`config.mk`:
```
export PLATFORM = sky130hd
export DESIGN_NAME = irq_prio_arb
export DESIGN_NICKNAME = d
export VERILOG_FILES = /design/src/rtl/irq_prio_arb.sv
export SDC_FILE = /design/constraint.sdc
export NUM_CORES = 1
export LEC_CHECK = 0
export CAP_MARGIN = 40
export CORE_ASPECT_RATIO = 2
export CORE_MARGIN = 2
export CORE_UTILIZATION = 40
export DETAILED_ROUTE_END_ITERATION = 6
export PLACE_DENSITY = 0.89
export SYNTH_ARGS = -nofsm -noshare
export SYNTH_HDL_FRONTEND = slang
export SYNTH_SLANG_ARGS = --single-unit
```
`constraint.sdc`:
```
create_clock -name clk -period 4 [get_ports clk]
set_clock_uncertainty 0.1 [all_clocks]
set_input_delay 0.6 -clock clk [delete_from_list [all_inputs] [get_ports clk]]
set_output_delay 0.6 -clock clk [all_outputs]
set_load 0.01 [all_outputs]
```
`src/rtl/irq_prio_arb.sv`:
```
module irq_prio_arb #(
  parameter int XLEN    = 32,
  parameter bit REG_OUT = 1'b1
) (
  input  logic            clk,
  input  logic            rst,
  input  logic [XLEN-1:0] pend,
  input  logic [XLEN-1:0] deleg,
  input  logic [1:0]      priv,
  input  logic            m_ie,
  input  logic            s_ie,
  input  logic [2:0]      dbg_cause,
  output logic            take,
  output logic [XLEN-1:0] cause
);
  localparam int IW = $clog2(XLEN);
  localparam logic [XLEN-1:0] ONE    = XLEN'(1);
  localparam logic [XLEN-1:0] HI_GRP = ~((ONE << 11) - ONE);
  localparam logic [XLEN-1:0] EX_GRP = (ONE << 11) | (ONE << 9);
  localparam logic [XLEN-1:0] SW_GRP = (ONE << 3) | (ONE << 1);
  localparam logic [XLEN-1:0] TM_GRP = (ONE << 7) | (ONE << 5);
  localparam logic [XLEN-1:0] FLAG   = ONE << (XLEN - 1);

  logic            m_ok, s_ok, in_dbg;
  logic [XLEN-1:0] m_set, s_set, elig, grp;
  logic [IW-1:0]   sel;
  logic            take_c;
  logic [XLEN-1:0] cause_c;

  assign m_ok   = (priv != 2'd3) || m_ie;
  assign s_ok   = (priv == 2'd0) || ((priv == 2'd1) && s_ie);
  assign in_dbg = |dbg_cause;
  assign m_set  = pend & ~deleg & {XLEN{m_ok}};
  assign s_set  = pend & deleg & {XLEN{s_ok}};
  assign elig   = (|m_set) ? m_set : s_set;

  always_comb begin
    if (|(elig & HI_GRP))      grp = elig & HI_GRP;
    else if (|(elig & EX_GRP)) grp = elig & EX_GRP;
    else if (|(elig & SW_GRP)) grp = elig & SW_GRP;
    else if (|(elig & TM_GRP)) grp = elig & TM_GRP;
    else                       grp = elig;
  end

  always_comb begin
    sel = '0;
    for (int i = XLEN - 1; i >= 0; i--)
      if (grp[i]) sel = IW'(i);
  end

  assign take_c  = !in_dbg && (|elig);
  assign cause_c = take_c ? (FLAG | XLEN'(sel)) : '0;

  generate
    if (REG_OUT) begin : g_reg
      always_ff @(posedge clk) begin
        if (rst) begin
          take  <= 1'b0;
          cause <= '0;
        end else begin
          take  <= take_c;
          cause <= cause_c;
        end
      end

      p_reset_clear_r7: assert property (@(posedge clk)
        rst |=> (!take && cause == '0));
      p_one_cycle_r7: assert property (@(posedge clk) disable iff (rst)
        1'b1 |=> (take == $past(take_c) && cause == $past(cause_c)));
    end else begin : g_comb
      assign take  = take_c;
      assign cause = cause_c;
    end
  endgenerate

  p_mach_gate_r1: assert property (@(posedge clk) disable iff (rst)
    (take_c && !deleg[sel]) |-> (priv != 2'd3 || m_ie));
  p_deleg_gate_r2: assert property (@(posedge clk) disable iff (rst)
    (take_c && deleg[sel]) |-> (priv == 2'd0 || (priv == 2'd1 && s_ie)));
  p_dbg_quiet_r3: assert property (@(posedge clk) disable iff (rst)
    (dbg_cause != 3'd0) |-> (!take_c && cause_c == '0));
  p_pick_pending_r5: assert property (@(posedge clk) disable iff (rst)
    take_c |-> pend[sel]);
endmodule

```
# After elaboration in Yosys (flattened, before gate mapping)
# Cells that the tools add are included.
# totals
n_memories	0
wordCells	71
input_bits	73
mem_bits_rw	0
romBits	0
latch_bits	0
regBits	33
# op_classes
magnitude_cmp	0
multipliers	0
div_mod_pow	0
addsub	0
n_eq_ne	2
n_bitwise	6
reduce_logical	18
mux	38
shifts	0
# ops
op	n
32-bit 2-to-1 mux	6
5-bit 2-to-1 mux	32
32-bit bitwise AND	4
32-bit OR reduction	2
32-bit NOT	1
21-bit OR reduction	1
18-bit OR reduction	1
10-bit OR reduction	1
2-bit OR reduction	3
3-bit OR reduction	2
6-bit OR reduction	1
4-bit OR reduction	1
2-bit by 1-bit == test with 1-bit output, second input constant	1
1-bit logical AND	2
2-bit logical NOT	1
1-bit logical OR	2
2-bit != test, second input constant	1
1-bit logical NOT	1
1-bit NOT	1

# Depth between registers and ports, before layout
# depth
ltp_word	43
depth_mapped	12

# Worst setup path before layout
# Ideal clock, no wire load.
# synth_timing
path_type	input port to flip-flop
from	in pend[12]
to	reg cause[1]
arrival_time_ns	2.943
n_path_buf	1
slack_ns	0.841
stages	11
setup_time_ns	0.116
path_cell_list	nor2b_4 -> or4_4 -> nor3_4 -> buf_4 -> a21oi_2 -> o311a_1 -> nor3b_1 -> nand3_1 -> a2111oi_4 -> a2111o_1 -> o211a_1
# synth_between
elab_chain_cells	39
word_cells_on_any_way	48
classes_between	mux (35); bitwise (5); reduce/logical (8)
# synth_lines
element	line	source
start, declared	7	input logic [XLEN-1:0] pend,
32-bit bitwise AND (2 in series)	33	assign m_set = pend & ~deleg & {XLEN{m_ok}};
32-bit OR reduction	35	assign elig = (|m_set) ? m_set : s_set;
32-bit 2-to-1 mux (*)	35	
2-bit OR reduction	41	else if (|(elig & TM_GRP)) grp = elig & TM_GRP;
32-bit 2-to-1 mux	41	
32-bit 2-to-1 mux	40	else if (|(elig & SW_GRP)) grp = elig & SW_GRP;
32-bit 2-to-1 mux	39	else if (|(elig & EX_GRP)) grp = elig & EX_GRP;
32-bit 2-to-1 mux	38	if (|(elig & HI_GRP)) grp = elig & HI_GRP;
5-bit 2-to-1 mux (30 in series)	48	if (grp[i]) sel = IW'(i);
end signal, assigned	62	cause <= cause_c;
end, declared	14	output logic [XLEN-1:0] cause
# Every way passes the cells marked *; elsewhere a longest branch is shown, timed or not.
# A chain may end at the register's enable or synchronous reset.

# Final worst setup path
# layout_timing
from	in pend[31]
to	reg cause[3]
# layout_between
elab_chain_cells	33
word_cells_on_any_way	42
classes_between	mux (29); bitwise (5); reduce/logical (8)
# layout_lines
element	line
32-bit bitwise AND (2 in series)	33
32-bit OR reduction	35
32-bit 2-to-1 mux (*)	35
2-bit OR reduction	41
32-bit 2-to-1 mux	41
32-bit 2-to-1 mux	40
32-bit 2-to-1 mux	39
32-bit 2-to-1 mux	38
5-bit 2-to-1 mux (24 in series)	48
# Marked as above.

==> out/qor.yml <==
n_antenna_cell: 0
synth_flop_cell: "dfxtp_1"
hold_viol_final: 0
grt_pass1_wl_um: 10340
die-area_um2: 5322
postSynthAreaPerCell_um2: 7.103
avgViaCountPerCell: 5.786
holdPathEnd: "cause[31]"
area_growth_pct: 45.30
peakVddDrop_uv: 177.7
largest_register: "cause"
antenna_left: 0
overflow: 0
routed.top_layer: "met4"
yosysSeqAreaShare_pct: 6.358
clock-sinks: 6
met1_length_um: 2290
wl_per_cell_um: 16.25
largest_reg_flops: 6
hold_depth: 3
critPathMaxFanout: 12
grt_pass1_vias: 2290
final_nets: 426
yosysWarningCount: 0
synth-edff-count: 0
wl_met2_um: 3580
finalSetupViolCount: 0
routed-wl-met3_um: 360
fin_tns_setup_ps: 0
min_period_ps: 3739
io_buffer_count: 79
clockBufferDepth: 2
p_int_w: 0.0002586
pwr-share-clk_pct: 22.7
route.detailed.drc: 0
drtPass1Iterations: 4
antenna_found_initial: 0
drtIter0Drc: 75
ys_ff_latch: 6
pwr-share-comb_pct: 62.4
synthTopCellsByArea: "buf_4 12%, nand2b_1 8.6%, nand2_1 7.7%"
ios: 106
initial_core_util_pct: 41.48
drive_gt1_share_pct: 11.68
cts.root.buffer_cell: "clkbuf_8"
rows: 35
coreArea_um2: 4554
post_dp_cell_area_um2: 2689
p_sw_share_pct: 38.04
required_ps: 4020
mostFrequentLayoutCell: "clkdlybuf4s50_1"
routed_wl_um: 6597
fmax_mhz: 267.5
power-per-cell-area_nw_per_um2: 152.0
yosysUniqueCellTypes: 67
fin_crit_sh_pct: 93.46
chipWidth_um: 52.60
p_leak_nw: 1.009
netlist_area_um2: 1889
cts_made_buffers: 3
grt_max_degree: 22
yosysTopAreaCellShare_pct: 11.52
rsz0062_at_grt: "no"
clk_pin_slew_ps: 40
track_usage_pct: 25.20
cp-start-kind: "input port"
ys_async_sr_fraction_pct: 0
cts_max_level: 1
globalplace.congestion: 1.052
crit_type: "input port to flip-flop"
hpwl_um: 5627
switching_power_w: 0.0001588
fill_cells: 424
end_kind: "flip-flop"
postSynthCellCount: 266
yosysTopAreaCell: "buf_4"
worst_ep_arrival_time_ps: 3760
reg.largest.list: "cause x6"
final_cell_mix: "79 x clkdlybuf4s50_1, 39 x nand2_1, 26 x nand2b_1, 26 x conb_1"
tightest_slew_ps: 615.2
die_h_um: 101.2
hold_class: "input port to flip-flop"
status: "finished clean"
power.share.sequential_pct: 14.9
finalMaxSlewViolations: 0
design_area_um2: 2745
cts_setup_buffers: 0
cts_tree: "built"
hp-start: "rst"
slew_headroom_pct: 58.98
vias: 2349
maxCapViolations: 0
## synthesized netlist by cell type, types with 5 or more instances
cell	number
o21ai_0	11
nor2b_1	16
buf_4	29
nor2_1	12
nand2b_1	26
nand3_1	5
nand4_1	6
a32oi_1	7
a21oi_1	7
dfxtp_1	6
clkbuf_1	5
nor3_1	10
nand2_1	39
## worst max-delay path by stage
stage                    end  slack (ps)  cells past startpoint     start
floorplan           cause[1]         840                     11  pend[12]
global placement    cause[1]         130                     11   priv[0]
detailed placement  cause[1]         100                     11   pend[3]
CTS                 cause[3]         290                     10   pend[5]
global route        cause[3]          20                     11   priv[0]
finish              cause[3]         260                     12  pend[31]
## through the flow
step | instances | total power [W] | util (%) | worst slack [ps] | hold WS [ps]
after floorplan | 291 | 0.0002175 | - | 841.1 | 699.1
after global placement | 403 | 0.0003139 | 59.04 | 128.9 | 1191
after detailed placement | 403 | 0.0003170 | 59.04 | 101.3 | 1199
after CTS | 406 | 0.0004106 | 59.95 | 290.6 | 977.4
after global routing | 406 | 0.0004405 | 60.27 | 22.45 | 998.2
final | 406 | 0.0004174 | 60.27 | 261.5 | 967.0
## final cells by class
cell class              instances  area [um^2]  area share, %
multi-input cells             246         1600          58.30
well taps                      55        68.82          2.507
clock buffers                   3        41.29          1.504
flip-flops and latches          6        120.1          4.376
inverters                       1        3.754         0.1367
repair buffers                 95        910.9          33.18
## critical path, cell delays in order
cell and delay, ps:
clkdlybuf4s50_1 500, nor2b_1 260, nand4b_1 170, nor4_2 60, buf_4 190, nand3_2 180
o21ai_1 150, nor4_1 580, nand3_1 370, nor2_1 270, o21ai_0 200, and3b_1 230
## metal layers
layer	up-vias	global-route usage, %
met5	-	0
met4	0	13.41
met2	112	48.65
met1	1078	24.91
met3	25	2.065
li1	1134	-
## power by group through the flow
stage	combinational [W]	sequential, W	clock [W]
3_5_place_dp	0.000254	0.0000630	0
3_3_place_gp	0.000251	0.0000630	0
2_1_floorplan	0.000154	0.0000637	0
5_1_grt	0.000282	0.0000622	0.0000963
6_report	0.000260	0.0000622	0.0000947
4_1_cts	0.000255	0.0000622	0.0000930
## logic make-up (layout without fill, tap and decap cells)
| family | after synthesis | after routing | synth area share, % |
|---|---|---|---|
| compound gates | 81 | 81 | 36.89 |
| buf+inv | 39 | 99 | 14.70 |
| flops | 6 | 6 | 6.358 |
| other cells | 1 | 26 | 0.1985 |
| simple gates | 139 | 139 | 41.86 |
## repair_timing
action                     CTS  global route
resized for setup            0             2
hold buffers                 0             0
setup endpoints to repair    0             1
Note: power is estimated with default switching activity, not from simulation.
